===== src/rtl/clkcfg_pkg.sv =====
package clkcfg_pkg;

  // Protocol phases of the link controller
  typedef enum logic [2:0] {
    ST_IDLE,     // waiting for a START
    ST_ADDR,     // shifting in the address byte
    ST_WRX,      // shifting in a write byte
    ST_ACK_TX,   // slave acknowledge slot
    ST_RDX,      // shifting out a read byte
    ST_ACK_RX,   // host acknowledge slot
    ST_RD_NEXT   // host acked, load next byte on SCL fall
  } link_state_e;

  localparam int BYTE_W = 8;

endpackage


===== src/rtl/clkcfg_bus_cond.sv =====
module clkcfg_bus_cond (
  input  logic clk,
  input  logic rst_n,
  input  logic scl_i,
  input  logic sda_i,
  output logic scl_rise,
  output logic scl_fall,
  output logic start_det,
  output logic stop_det
);

  logic scl_q;
  logic sda_q;

  // Previous-sample registers; idle bus levels are high
  always_ff @(posedge clk or negedge rst_n) begin
    if (!rst_n) begin
      scl_q <= 1'b1;
      sda_q <= 1'b1;
    end else begin
      scl_q <= scl_i;
      sda_q <= sda_i;
    end
  end

  // Edge and bus condition decode
  always_comb begin
    scl_rise  = scl_i & ~scl_q;
    scl_fall  = ~scl_i & scl_q;
    start_det = scl_i & scl_q & sda_q & ~sda_i;
    stop_det  = scl_i & scl_q & ~sda_q & sda_i;
  end

endmodule


===== src/rtl/clkcfg_link_fsm.sv =====
module clkcfg_link_fsm
  import clkcfg_pkg::*;
#(
  parameter logic [7:0] WR_ADDR  = 8'hD2,
  parameter logic [7:0] RD_ADDR  = 8'hD3,
  parameter int         NUM_REGS = 6,
  localparam int        IDX_W    = $clog2(NUM_REGS + 3),
  localparam int        SEL_W    = (NUM_REGS > 1) ? $clog2(NUM_REGS) : 1
) (
  input  logic              clk,
  input  logic              rst_n,
  input  logic              scl_i,
  input  logic              sda_i,
  input  logic              scl_rise,
  input  logic              scl_fall,
  input  logic              start_det,
  input  logic              stop_det,
  input  logic [BYTE_W-1:0] rd_byte,
  output logic [IDX_W-1:0]  rd_idx,
  output logic              wr_en,
  output logic [SEL_W-1:0]  wr_sel,
  output logic [BYTE_W-1:0] wr_data,
  output logic              sda_oe
);

  // Header bytes discarded on a write, and index saturation points
  localparam int          HDR_BYTES = 2;
  localparam logic [IDX_W-1:0] WR_FIRST = IDX_W'(HDR_BYTES);
  localparam logic [IDX_W-1:0] WR_SAT   = IDX_W'(NUM_REGS + HDR_BYTES);
  localparam logic [IDX_W-1:0] RD_SAT   = IDX_W'(NUM_REGS + 1);

  link_state_e       state_q, state_d;
  logic [2:0]        bit_q, bit_d;
  logic [6:0]        shift_q, shift_d;
  logic [7:0]        tx_q, tx_d;
  logic              rd_mode_q, rd_mode_d;
  logic [IDX_W-1:0]  idx_q, idx_d;
  logic              oe_q, oe_d;
  logic [7:0]        rx_byte;

  assign rx_byte = {shift_q, sda_i};

  // Next-state logic
  always_comb begin
    state_d   = state_q;
    bit_d     = bit_q;
    shift_d   = shift_q;
    tx_d      = tx_q;
    rd_mode_d = rd_mode_q;
    idx_d     = idx_q;
    oe_d      = oe_q;
    wr_en     = 1'b0;
    wr_sel    = SEL_W'(idx_q - WR_FIRST);
    wr_data   = rx_byte;

    if (stop_det) begin
      state_d = ST_IDLE;
      oe_d    = 1'b0;
    end else if (start_det) begin
      state_d = ST_ADDR;
      bit_d   = 3'd0;
      oe_d    = 1'b0;
    end else begin
      unique case (state_q)
        ST_IDLE: ;
        ST_ADDR: begin
          if (scl_rise) begin
            shift_d = rx_byte[6:0];
            bit_d   = bit_q + 3'd1;
            if (bit_q == 3'd7) begin
              if (rx_byte == WR_ADDR || rx_byte == RD_ADDR) begin
                state_d   = ST_ACK_TX;
                rd_mode_d = (rx_byte == RD_ADDR);
                idx_d     = '0;
              end else begin
                state_d = ST_IDLE;
              end
            end
          end
        end
        ST_WRX: begin
          if (scl_rise) begin
            shift_d = rx_byte[6:0];
            bit_d   = bit_q + 3'd1;
            if (bit_q == 3'd7) begin
              state_d = ST_ACK_TX;
              if (idx_q >= WR_FIRST && idx_q < WR_SAT) begin
                wr_en = 1'b1;
              end
              if (idx_q != WR_SAT) begin
                idx_d = idx_q + IDX_W'(1);
              end
            end
          end
        end
        ST_ACK_TX: begin
          if (scl_fall) begin
            if (!oe_q) begin
              oe_d = 1'b1;
            end else begin
              bit_d = 3'd0;
              if (rd_mode_q) begin
                tx_d    = rd_byte;
                oe_d    = ~rd_byte[7];
                state_d = ST_RDX;
                if (idx_q != RD_SAT) begin
                  idx_d = idx_q + IDX_W'(1);
                end
              end else begin
                oe_d    = 1'b0;
                state_d = ST_WRX;
              end
            end
          end
        end
        ST_RDX: begin
          if (scl_rise) begin
            bit_d = bit_q + 3'd1;
          end else if (scl_fall) begin
            if (bit_q == 3'd0) begin
              oe_d    = 1'b0;
              state_d = ST_ACK_RX;
            end else begin
              oe_d = ~tx_q[3'd7 - bit_q];
            end
          end
        end
        ST_ACK_RX: begin
          if (scl_rise) begin
            state_d = sda_i ? ST_IDLE : ST_RD_NEXT;
          end
        end
        ST_RD_NEXT: begin
          if (scl_fall) begin
            tx_d    = rd_byte;
            oe_d    = ~rd_byte[7];
            bit_d   = 3'd0;
            state_d = ST_RDX;
            if (idx_q != RD_SAT) begin
              idx_d = idx_q + IDX_W'(1);
            end
          end
        end
        default: state_d = ST_IDLE;
      endcase
    end
  end

  // State registers
  always_ff @(posedge clk or negedge rst_n) begin
    if (!rst_n) begin
      state_q   <= ST_IDLE;
      bit_q     <= 3'd0;
      shift_q   <= 7'd0;
      tx_q      <= 8'd0;
      rd_mode_q <= 1'b0;
      idx_q     <= '0;
      oe_q      <= 1'b0;
    end else begin
      state_q   <= state_d;
      bit_q     <= bit_d;
      shift_q   <= shift_d;
      tx_q      <= tx_d;
      rd_mode_q <= rd_mode_d;
      idx_q     <= idx_d;
      oe_q      <= oe_d;
    end
  end

  assign rd_idx = idx_q;
  assign sda_oe = oe_q;

  AST_IDLE_RELEASED: assert property (@(posedge clk) disable iff (!rst_n)
    (state_q == ST_IDLE) |-> !oe_q);
  AST_SDA_MOVES_SCL_LOW: assert property (@(posedge clk) disable iff (!rst_n)
    (oe_q != $past(oe_q)) |-> !$past(scl_i));
  AST_WRITE_ONLY_IN_WRITE_MODE: assert property (@(posedge clk) disable iff (!rst_n)
    wr_en |-> !rd_mode_q);
  AST_STOP_RETURNS_IDLE: assert property (@(posedge clk) disable iff (!rst_n)
    stop_det |=> (state_q == ST_IDLE && !oe_q));

endmodule


===== src/rtl/clkcfg_regfile.sv =====
module clkcfg_regfile
  import clkcfg_pkg::*;
#(
  parameter int                        NUM_REGS    = 6,
  parameter logic [NUM_REGS*BYTE_W-1:0] RESET_VALUE = '0,
  localparam int                       IDX_W       = $clog2(NUM_REGS + 3),
  localparam int                       SEL_W       = (NUM_REGS > 1) ? $clog2(NUM_REGS) : 1
) (
  input  logic                       clk,
  input  logic                       rst_n,
  input  logic                       wr_en,
  input  logic [SEL_W-1:0]           wr_sel,
  input  logic [BYTE_W-1:0]          wr_data,
  input  logic [IDX_W-1:0]           rd_idx,
  output logic [BYTE_W-1:0]          rd_byte,
  output logic [NUM_REGS*BYTE_W-1:0] cfg_o
);

  localparam logic [BYTE_W-1:0] COUNT_BYTE = BYTE_W'(NUM_REGS);
  localparam logic [BYTE_W-1:0] FILL_BYTE  = '1;

  for (genvar g = 0; g < NUM_REGS; g++) begin : g_reg
    logic              load;
    logic [BYTE_W-1:0] val_q;

    assign load = wr_en && (wr_sel == SEL_W'(g));

    always_ff @(posedge clk or negedge rst_n) begin
      if (!rst_n) begin
        val_q <= RESET_VALUE[BYTE_W*g +: BYTE_W];
      end else if (load) begin
        val_q <= wr_data;
      end
    end

    assign cfg_o[BYTE_W*g +: BYTE_W] = val_q;
  end

  // Read-back selection: count, then registers, then filler
  always_comb begin
    rd_byte = FILL_BYTE;
    if (rd_idx == '0) begin
      rd_byte = COUNT_BYTE;
    end
    for (int i = 0; i < NUM_REGS; i++) begin
      if (rd_idx == IDX_W'(i + 1)) begin
        rd_byte = cfg_o[BYTE_W*i +: BYTE_W];
      end
    end
  end

  AST_HOLD_WITHOUT_WRITE: assert property (@(posedge clk) disable iff (!rst_n)
    !$past(wr_en) |-> $stable(cfg_o));
  AST_WR_SEL_RANGE: assert property (@(posedge clk) disable iff (!rst_n)
    wr_en |-> (int'(wr_sel) < NUM_REGS));

endmodule


===== src/rtl/clkcfg_i2c_slave.sv =====
module clkcfg_i2c_slave
  import clkcfg_pkg::*;
#(
  parameter logic [7:0]                 WR_ADDR     = 8'hD2,
  parameter logic [7:0]                 RD_ADDR     = 8'hD3,
  parameter int                         NUM_REGS    = 6,
  parameter logic [NUM_REGS*BYTE_W-1:0] RESET_VALUE = 48'h3CFFFF8100E6
) (
  input  logic                       clk,
  input  logic                       rst_n,
  input  logic                       scl_i,
  input  logic                       sda_i,
  output logic                       sda_oe,
  output logic [NUM_REGS*BYTE_W-1:0] cfg_o
);

  localparam int IDX_W = $clog2(NUM_REGS + 3);
  localparam int SEL_W = (NUM_REGS > 1) ? $clog2(NUM_REGS) : 1;

  logic              scl_rise;
  logic              scl_fall;
  logic              start_det;
  logic              stop_det;
  logic [BYTE_W-1:0] rd_byte;
  logic [IDX_W-1:0]  rd_idx;
  logic              wr_en;
  logic [SEL_W-1:0]  wr_sel;
  logic [BYTE_W-1:0] wr_data;

  clkcfg_bus_cond u_cond (
    .clk       (clk),
    .rst_n     (rst_n),
    .scl_i     (scl_i),
    .sda_i     (sda_i),
    .scl_rise  (scl_rise),
    .scl_fall  (scl_fall),
    .start_det (start_det),
    .stop_det  (stop_det)
  );

  clkcfg_link_fsm #(
    .WR_ADDR  (WR_ADDR),
    .RD_ADDR  (RD_ADDR),
    .NUM_REGS (NUM_REGS)
  ) u_fsm (
    .clk       (clk),
    .rst_n     (rst_n),
    .scl_i     (scl_i),
    .sda_i     (sda_i),
    .scl_rise  (scl_rise),
    .scl_fall  (scl_fall),
    .start_det (start_det),
    .stop_det  (stop_det),
    .rd_byte   (rd_byte),
    .rd_idx    (rd_idx),
    .wr_en     (wr_en),
    .wr_sel    (wr_sel),
    .wr_data   (wr_data),
    .sda_oe    (sda_oe)
  );

  clkcfg_regfile #(
    .NUM_REGS    (NUM_REGS),
    .RESET_VALUE (RESET_VALUE)
  ) u_regs (
    .clk     (clk),
    .rst_n   (rst_n),
    .wr_en   (wr_en),
    .wr_sel  (wr_sel),
    .wr_data (wr_data),
    .rd_idx  (rd_idx),
    .rd_byte (rd_byte),
    .cfg_o   (cfg_o)
  );

endmodule


===== config.mk =====
export PLATFORM = sky130hd
export DESIGN_NAME = clkcfg_i2c_slave
export DESIGN_NICKNAME = d
export VERILOG_FILES = /design/src/rtl/clkcfg_pkg.sv /design/src/rtl/clkcfg_bus_cond.sv /design/src/rtl/clkcfg_link_fsm.sv /design/src/rtl/clkcfg_regfile.sv /design/src/rtl/clkcfg_i2c_slave.sv
export SDC_FILE = /design/constraint.sdc
export NUM_CORES = 1
export LEC_CHECK = 0
export BUFFER_PORTS_ARGS = -buffer_cell sky130_fd_sc_hd__buf_4
export CAP_MARGIN = 20
export CORE_MARGIN = 10
export CORE_UTILIZATION = 35
export DETAILED_ROUTE_END_ITERATION = 10
export PLACE_DENSITY = 0.53
export SYNTH_ARGS = -nofsm -noshare
export SYNTH_HDL_FRONTEND = slang
export SYNTH_SLANG_ARGS = --single-unit

===== constraint.sdc =====
create_clock -name clk -period 3.2 [get_ports clk]
set_clock_uncertainty 0.05 [all_clocks]
set_input_delay 0.32 -clock clk [delete_from_list [all_inputs] [get_ports clk]]
set_output_delay 0.32 -clock clk [all_outputs]
set_load 0.02 [all_outputs]

==> impl_metrics.tcl, run 1 <==
set metrics [dict create \
    fin_crit_ns 2.73 \
    crit_required_ns 3.37 \
    numCtsBuffers 9 \
    grt_pass1_wl_um 19700 \
    yosys.area_share.simple 0.136 \
    cap_violations 0 \
    finalSetupViolCount 0 \
    slew-limit-headroom 0.337 \
    combPwrFrac 0.083 \
    grt_antenna_before_repair 0 \
    cp_max_fo 8 \
    total_power_w 0.00232 \
    via_per_inst 5.61 \
    avgSynthCellArea_um2 10.9 \
    cts_root_buf "clkbuf_16" \
    io_pins 53 \
    die-area_um2 16800 \
    hold_buffers 0 \
    clock_power_share 0.429 \
    insertion_delay_ns 0.34 \
    reg2reg_depth 8 \
    routed_wl_um 12300 \
    synth-edff-count 0 \
    grt_pass1_vias 3360 \
    synthAdderAreaFrac 0.0268 \
    r2r_start "u_fsm.rd_idx[2]$_DFFE_PN0P_" \
    fp.dieH_um 130 \
    switchingPower_w 0.000650 \
    drtAntennaViolNets 0 \
    yosysSeqAreaShare 0.467 \
    io_buffers 52 \
    drc 0 \
    synthTopCellsByArea "dfrtp_1, dfstp_2, mux2_1" \
    area.growth.synth_to_final_pct 18.5 \
    drtIter0Drc 270 \
    yosysTopAreaCell "dfrtp_1" \
    multi_input_area_um2 2060 \
    pwr-share-seq 0.488 \
    peakVddDrop_mv 0.252 \
    min_path_type "in2async" \
    floorplan.initialDensity 0.362 \
    cts_tree "done" \
    post-cts-setup-buffers 0 \
    worstSetupPathType "reg2reg" \
    outcome "finished clean" \
    synth_compound_area_frac 0.155 \
    rows 39 \
    layout-drive-gt1-share 0.317 \
    synth_most_common_cell "dfrtp_1" \
    ctsResizeCount 0 \
    crit_path_start "u_fsm.rd_idx[2]$_DFFE_PN0P_" \
    setup_tns_ns 0 \
    ys_warn_count 0 \
    diodes 0 \
    synthDistinctLibCells 59 \
    grt_max_degree 78 \
    rrSetupSlack_ns 0.47 \
    worst_setup_path_end_kind "flip-flop" \
    cp.arrival_ns 2.90 \
    cts.path.max_buffers 2 \
    gr-total-overflow 0 \
    syn_nets 400 \
    start_kind "flip-flop" \
    p_leak_nw 2.29 \
    ys.flop_type "dfrtp_1" \
    ys_ff_latch 77 \
    path_clk_slew_ns 0.07 \
    slew_violations 0 \
    dpl.hpwl_um 8520 \
    n_fill_cell 1164 \
    place.gp.congestion 0.831 \
    synthMuxAreaShare 0.168 \
    cts.sink_count 77 \
    grtUsageTotal 0.151 \
    synth.top_cell.area_share 0.286 \
    final_nets 449 \
    critPathCapture "u_regs.g_reg[1].val_q[0]$_DFFE_PN0P_" \
    core-area_um2 11600 \
    syn_inst 387 \
    p_int_w 0.00167 \
    drt_pre_antenna_iters 5 \
    vias 3279 \
    fmax_ghz 0.366 \
    synth_top_cells_by_count "dfrtp_1, mux2_1, dfstp_2" \
    netlist_area_um2 4210 \
    regArea_um2 1960 \
    finalCritPeriodShare 0.853 \
    power_density_nw_per_um2 465 \
    asyncSetResetFlopFracSynth 1.00 \
    h-tree-depth 3 \
    synth_top_family_by_area "multiplexers" \
    final_hold_viol_count 0 \
    die_x_um 130 \
    reg2reg_to "u_regs.g_reg[1].val_q[0]$_DFFE_PN0P_" \
    drt-wirelength-per-cell_um 21.1 \
    synth-xor-area-share 0.00417 \
    worst_pin_slew_ns 0.994 \
    swShare 0.281 \
    grt_setup_unrepaired "false" \
]
==> final cells by class <==
class	instances	area share
sequential	77	0.394
tap	143	0.0359
multi-input combinational	275	0.414
clock inverter	5	0.00853
inverter	14	0.0105
timing repair buffer	59	0.0889
clock buffer	11	0.0487
==> cell usage in the layout (no fill, tap or decap), types with 3 or more instances in the layout <==
cell type / instances
o221ai_1: 4
o22ai_1: 6
nor2b_1: 13
ha_1: 9
o211ai_1: 4
nand3_1: 5
nor3_1: 3
nor2_1: 19
a22oi_1: 10
or2_0: 5
dfrtp_1: 48
a21oi_1: 21
buf_4: 59
mux2_1: 32
dfstp_2: 29
clkbuf_16: 9
nor4b_1: 3
and2_1: 4
inv_1: 13
nand2_1: 28
o21ai_0: 26
mux2_2: 26
a221oi_1: 5
nand2b_1: 6
==> worst min path at each step <==
stage / from / to / slack, ns
2_1_floorplan: rst_n / u_fsm.bit_q[0]$_DFFE_PN0P_ / -0.03
3_3_place_gp: scl_i / u_cond.scl_q$_DFF_PN1_ / 0.43
3_5_place_dp: scl_i / u_cond.scl_q$_DFF_PN1_ / 0.43
4_1_cts: scl_i / u_cond.scl_q$_DFF_PN1_ / 0.07
5_1_grt: scl_i / u_cond.scl_q$_DFF_PN1_ / 0.08
6_report: rst_n / u_fsm.state_q[0]$_DFFE_PN0P_ / 0.07
==> power by group through the flow <==
stage	Combinational (W)	Clock [W]	Sequential (W)
after global placement	0.000192	0	0.00115
after floorplan	0.000129	0	0.00109
after global routing	0.000213	0.00105	0.00114
final	0.000192	0.000994	0.00113
after detailed placement	0.000196	0	0.00115
after CTS	0.000197	0.00101	0.00113
==> flip-flops by register name, indices dropped and copies added, names as in the netlist <==
signal and cells:
u_fsm.bit_q 3, u_cond.sda_q 1, u_fsm.rd_idx 4, u_fsm.shift_q 7, u_regs.g.val_q 48, u_fsm.rd_mode_q 1
u_fsm.tx_q 8, u_cond.scl_q 1, u_fsm.sda_oe 1, u_fsm.state_q 3
==> through the flow <==
stage / hold WS [ns] / util / cell area, um^2 / cells / setup slack (ns)
2_1_floorplan: -0.0256 / - / 4210 / 387 / 0.948
3_3_place_gp: 0.434 / 0.405 / 4700 / 568 / 0.550
3_5_place_dp: 0.433 / 0.405 / 4700 / 568 / 0.489
4_1_cts: 0.0656 / 0.429 / 4980 / 584 / 0.475
5_1_grt: 0.0756 / 0.429 / 4980 / 584 / 0.275
6_report: 0.0716 / 0.429 / 4980 / 584 / 0.470
==> kinds of logic after synthesis <==
family | after synthesis
flops | 77
simple gates | 104
mux | 61
xor+xnor | 2
fa+ha+maj | 9
buf+inv | 35
compound gates | 99
==> critical path, stage by stage, from the launching register on <==
cell and delay, ns:
dfrtp_1 0.38, inv_1 0.15, ha_1 0.19, nor2b_1 0.38, nor4_1 0.11, nor4b_2 0.32
and2b_1 0.24, and2_1 0.41, mux2_1 0.37
==> per-layer routing <==
layer  wire [um]  GRT usage
met1        5780      0.200
met2        5880      0.244
met3         568     0.0367
met4         110     0.0337
met5           0          0
No activity file was read; power rests on OpenSTA's default activity.
==> inputs of run 2 (changes only) <==
--- a/config.mk
+++ b/config.mk
@@ -8,9 +8,9 @@
 export BUFFER_PORTS_ARGS = -buffer_cell sky130_fd_sc_hd__buf_4
 export CAP_MARGIN = 20
 export CORE_MARGIN = 10
-export CORE_UTILIZATION = 35
+export CORE_UTILIZATION = 40
 export DETAILED_ROUTE_END_ITERATION = 10
-export PLACE_DENSITY = 0.53
+export PLACE_DENSITY = 0.59
 export SYNTH_ARGS = -nofsm -noshare
 export SYNTH_HDL_FRONTEND = slang
 export SYNTH_SLANG_ARGS = --single-unit
==> impl_metrics.tcl, run 2 (synthesis results as in run 1) <==
set metrics [dict create \
    crit_required_ns 3.39 \
    cts_root_buf "clkbuf_8" \
    cts.sink_count 77 \
    grtUsageTotal 0.157 \
    io_buffers 52 \
    drtAntennaViolNets 0 \
    via_per_inst 5.58 \
    worst_setup_path_end_kind "flip-flop" \
    core-area_um2 10300 \
    finalSetupViolCount 0 \
    ctsResizeCount 0 \
    h-tree-depth 3 \
    final_nets 448 \
    largest_register_ffs 48 \
    final_core_util 0.475 \
    r2r_start "u_fsm.rd_idx[2]$_DFFE_PN0P_" \
    power_density_nw_per_um2 421 \
    rrSetupSlack_ns 0.42 \
    drt_pre_antenna_iters 4 \
    instances_no_fill 576 \
    placed_cells 560 \
    die_x_um 123 \
    reg2reg_depth 8 \
    routed_wl_um 11400 \
    cts_tree "done" \
    grt_pass1_wl_um 18500 \
    peakVddDrop_mv 0.379 \
    setup_tns_ns 0 \
    floorplan.initialDensity 0.409 \
    area.growth.synth_to_final_pct 16.1 \
    rows 37 \
    grt_pass1_vias 3221 \
    worstSetupPathType "reg2reg" \
    drt-wirelength-per-cell_um 19.8 \
    grt_antenna_before_repair 0 \
    final_common_cell "buf_4" \
    numCtsBuffers 9 \
    finalCritPeriodShare 0.870 \
    drtIter0Drc 283 \
    layout-drive-gt1-share 0.316 \
    fmax_ghz 0.359 \
    regMostFlops "u_regs.g.val_q" \
    cap_violations 0 \
    place.gp.congestion 0.892 \
    n_fill_cell 943 \
    regArea_um2 1960 \
    cp_max_fo 8 \
    io_pins 53 \
    fp.dieH_um 123 \
    diodes 0 \
    fin_crit_ns 2.78 \
    die-area_um2 15000 \
    min_path_type "in2async" \
    reg_top3 "u_regs.g.val_q: 48 flops, u_fsm.tx_q: 8 flops, u_fsm.shift_q: 7 flops" \
    drc 0 \
    insertion_delay_ns 0.36 \
    p_leak_nw 2.24 \
    post-cts-setup-buffers 0 \
    grt_setup_unrepaired "false" \
    final_cell_mix "buf_4, dfrtp_1, mux2_1" \
    gr-total-overflow 0 \
    cts.path.max_buffers 2 \
    path_clk_slew_ns 0.09 \
    multi_input_area_um2 2060 \
    grt_max_degree 78 \
    worst_pin_slew_ns 0.991 \
    dpl.hpwl_um 8250 \
    outcome "finished clean" \
    vias 3214 \
    hold_buffers 0 \
    slew-limit-headroom 0.339 \
    reg2reg_to "u_regs.g_reg[2].val_q[6]$_DFFE_PN0P_" \
    final_hold_viol_count 0 \
    cp.arrival_ns 2.98 \
    start_kind "flip-flop" \
    slew_violations 0 \
]
run 2: cell types whose count changed in the layout (fill, tap and decap cells not counted), sizes merged:
| cell | before | now |
|---|---|---|
| clkinv | 2 | 0 |
| inv | 16 | 17 |
| buf | 59 | 58 |
| clkinvlp | 1 | 2 |
| bufinv | 0 | 1 |
| clkbuf | 11 | 10 |
run 2: where the power goes:
group	internal, W	switching [W]
registers	0.00102	0.000109
clock network	0.000369	0.000389
logic	0.0000900	0.0000824
total	0.00148	0.000581
run 2: worst max path at each step:
stage	cells after the start	endpoint	slack [ns]	startpoint
2_1_floorplan	9	u_regs.g_reg[2].val_q[2]$_DFFE_PN0P_	0.95	u_fsm.rd_idx[2]$_DFFE_PN0P_
3_3_place_gp	8	u_regs.g_reg[1].val_q[2]$_DFFE_PN0P_	0.48	u_fsm.rd_idx[2]$_DFFE_PN0P_
3_5_place_dp	8	u_regs.g_reg[2].val_q[6]$_DFFE_PN0P_	0.43	u_fsm.rd_idx[2]$_DFFE_PN0P_
4_1_cts	8	u_regs.g_reg[2].val_q[6]$_DFFE_PN0P_	0.41	u_fsm.rd_idx[2]$_DFFE_PN0P_
5_1_grt	8	u_regs.g_reg[2].val_q[2]$_DFFE_PN0P_	0.16	u_fsm.rd_idx[2]$_DFFE_PN0P_
6_report	8	u_regs.g_reg[2].val_q[6]$_DFFE_PN0P_	0.42	u_fsm.rd_idx[2]$_DFFE_PN0P_
run 2: critical path: stages (launching register included):
cell     delay, ns
dfrtp_1       0.40
inv_1         0.16
ha_1          0.20
nor2b_1       0.43
nor4_1        0.11
nor4b_2       0.33
and2b_1       0.23
and2_1        0.42
mux2_1        0.37
run 2: routing by layer:
layer / global-route usage / vias up / wire [um]
met2: 0.244 / 91 / 5480
met3: 0.0395 / 15 / 643
met4: 0.0434 / 0 / 146
li1: - / 1517 / -
met1: 0.211 / 1591 / 5120
met5: 0 / - / 0
run 2: stage by stage:
stage	hold WS, ns	total power (W)	area, um^2	worst slack, ns
global route	0.0504	0.00215	4880	0.163
finish	0.0485	0.00206	4880	0.418
CTS	0.0516	0.00208	4880	0.409
global placement	0.423	0.00132	4680	0.482
detailed placement	0.426	0.00132	4680	0.429
floorplan	-0.0256	0.00122	4210	0.948
run 2: final cells by class:
cell class | count | share of cell area
Clock buffer | 10 | 0.0261
Clock inverter | 6 | 0.0146
Inverter | 14 | 0.0108
Multi-Input combinational cell | 275 | 0.422
Sequential cell | 77 | 0.402
Tap cell | 136 | 0.0349
Timing Repair Buffer | 58 | 0.0892
==> inputs of run 3 (changes only) <==
--- a/config.mk
+++ b/config.mk
@@ -11,6 +11,7 @@
 export CORE_UTILIZATION = 40
 export DETAILED_ROUTE_END_ITERATION = 10
 export PLACE_DENSITY = 0.59
+export REMOVE_ABC_BUFFERS = 1
 export SYNTH_ARGS = -nofsm -noshare
 export SYNTH_HDL_FRONTEND = slang
 export SYNTH_SLANG_ARGS = --single-unit
==> impl_metrics.tcl, run 3 (synthesis results as in run 1) <==
set metrics [dict create \
    outcome "finished clean" \
    clock_power_share 0.341 \
    drt-wirelength-per-cell_um 19.8 \
    final_common_cell "buf_4" \
    drtIter0Drc 248 \
    numCtsBuffers 9 \
    gr-total-overflow 0 \
    worstSetupPathType "reg2reg" \
    reg_top3 "u_regs.g.val_q: 48 flops, u_fsm.tx_q: 8 flops, u_fsm.shift_q: 7 flops" \
    cts_tree "done" \
    final_cell_mix "buf_4, dfrtp_1, mux2_1" \
    combPwrFrac 0.095 \
    core-area_um2 10300 \
    grt_pass1_wl_um 18300 \
    layout-drive-gt1-share 0.317 \
    hold_slack_ns 0.0200 \
    largest_register_ffs 48 \
    peakVddDrop_mv 0.338 \
    regMostFlops "u_regs.g.val_q" \
    die-area_um2 15000 \
    fin_crit_ns 2.78 \
    final_nets 449 \
    via_per_inst 5.75 \
    start_kind "flip-flop" \
    finalCritPeriodShare 0.867 \
    fp.dieH_um 123 \
    cts_root_buf "clkbuf_8" \
    use_met1 0.200 \
    final_core_util 0.474 \
    ctsResizeCount 0 \
    slew_violations 0 \
    routed_wl_um 11400 \
    crit_required_ns 3.39 \
    p_int_w 0.00142 \
    cap_violations 0 \
    grt_antenna_before_repair 0 \
    finalSetupViolCount 0 \
    floorplan.initialDensity 0.409 \
    diodes 0 \
    met2_usage 0.242 \
    slew-limit-headroom 0.358 \
    grtUsageTotal 0.156 \
    use_met3 0.0367 \
    hold_buffers 0 \
    insertion_delay_ns 0.36 \
    worst_pin_slew_ns 0.963 \
    cp_max_fo 8 \
    instances_no_fill 577 \
    path_clk_slew_ns 0.08 \
    placed_cells 561 \
    grt_pass1_vias 3289 \
    min_path_type "in2async" \
    crit_path_start "u_fsm.rd_idx[2]$_DFFE_PN0P_" \
    cts.path.max_buffers 2 \
    power_density_nw_per_um2 409 \
    cts.sink_count 77 \
    post-cts-setup-buffers 0 \
    die_x_um 123 \
    dpl.hpwl_um 8270 \
    place.gp.congestion 0.931 \
    cp.arrival_ns 2.96 \
    h-tree-depth 3 \
    io_buffers 52 \
    r2r_start "u_fsm.rd_idx[2]$_DFFE_PN0P_" \
    top_usage_layer "met2" \
    grt_max_degree 78 \
    grt_setup_unrepaired "false" \
    area.growth.synth_to_final_pct 15.7 \
    rows 37 \
    switchingPower_w 0.000574 \
    io_pins 53 \
    drt_pre_antenna_iters 5 \
    swShare 0.288 \
    setup_tns_ns 0 \
    pwr-share-seq 0.564 \
    total_power_w 0.00199 \
    drc 0 \
    drtAntennaViolNets 0 \
    p_leak_nw 2.24 \
    final_hold_viol_count 0 \
    worst_setup_path_end_kind "flip-flop" \
    fmax_ghz 0.360 \
    vias 3319 \
]
-- run 3: cell count changes in the layout (fill, tap and decap cells not counted), sizes merged --
cell	before	now
clkinv	0	3
inv	17	15
buf	58	59
bufinv	1	0
clkbuf	10	11
clkinvlp	2	1
-- run 3: critical path: stages, from the launching register on --
cell and delay [ns]:
dfrtp_1 0.38, inv_1 0.14, ha_1 0.19, nor2b_1 0.45, nor4_1 0.12, nor4b_2 0.32, and2b_1 0.22, and2_1 0.43
mux2_1 0.36
-- run 3: per-layer routing --
metal,share of wire,vias to the layer above
li1,-,1531
met1,0.44,1651
met2,0.47,113
met3,0.052,24
met4,0.031,0
met5,0,-
-- run 3: stage by stage --
step,instance area (um^2),setup WS [ns]
after floorplan,4080,0.742
after global placement,4690,0.451
after detailed placement,4690,0.460
after CTS,4870,0.446
after global routing,4870,0.269
final,4870,0.424
-- run 3: area by class of cell --
cell class	count	area, um^2
well taps	136	170
clock inverters	5	35.0
repair buffers	59	443
multi-input cells	275	2060
flip-flops and latches	77	1960
inverters	14	52.6
clock buffers	11	141
fillers	979	5410
-- run 3: power by group through the flow --
stage	Clock, W	Combinational (W)	Sequential [W]
final	0.000678	0.000190	0.00112
after global routing	0.000732	0.000212	0.00113
after CTS	0.000694	0.000195	0.00112
after detailed placement	0	0.000194	0.00114
after global placement	0	0.000189	0.00114
after floorplan	0	0.000118	0.00110
-- run 3: final timing paths --
kind                       cells after the start                                    to  slack [ns]
setup / recovery                               8  u_regs.g_reg[2].val_q[4]$_DFFE_PN0P_        0.42
hold / removal                                 1          u_fsm.state_q[2]$_DFFE_PN0P_        0.02
setup reg to reg                               8  u_regs.g_reg[2].val_q[4]$_DFFE_PN0P_        0.42
hold reg to reg                                1  u_regs.g_reg[2].val_q[4]$_DFFE_PN0P_        0.48
max in group asynchronous                      1          u_fsm.shift_q[0]$_DFFE_PN0P_        2.41
min in group clk                               1                u_cond.scl_q$_DFF_PN1_        0.05
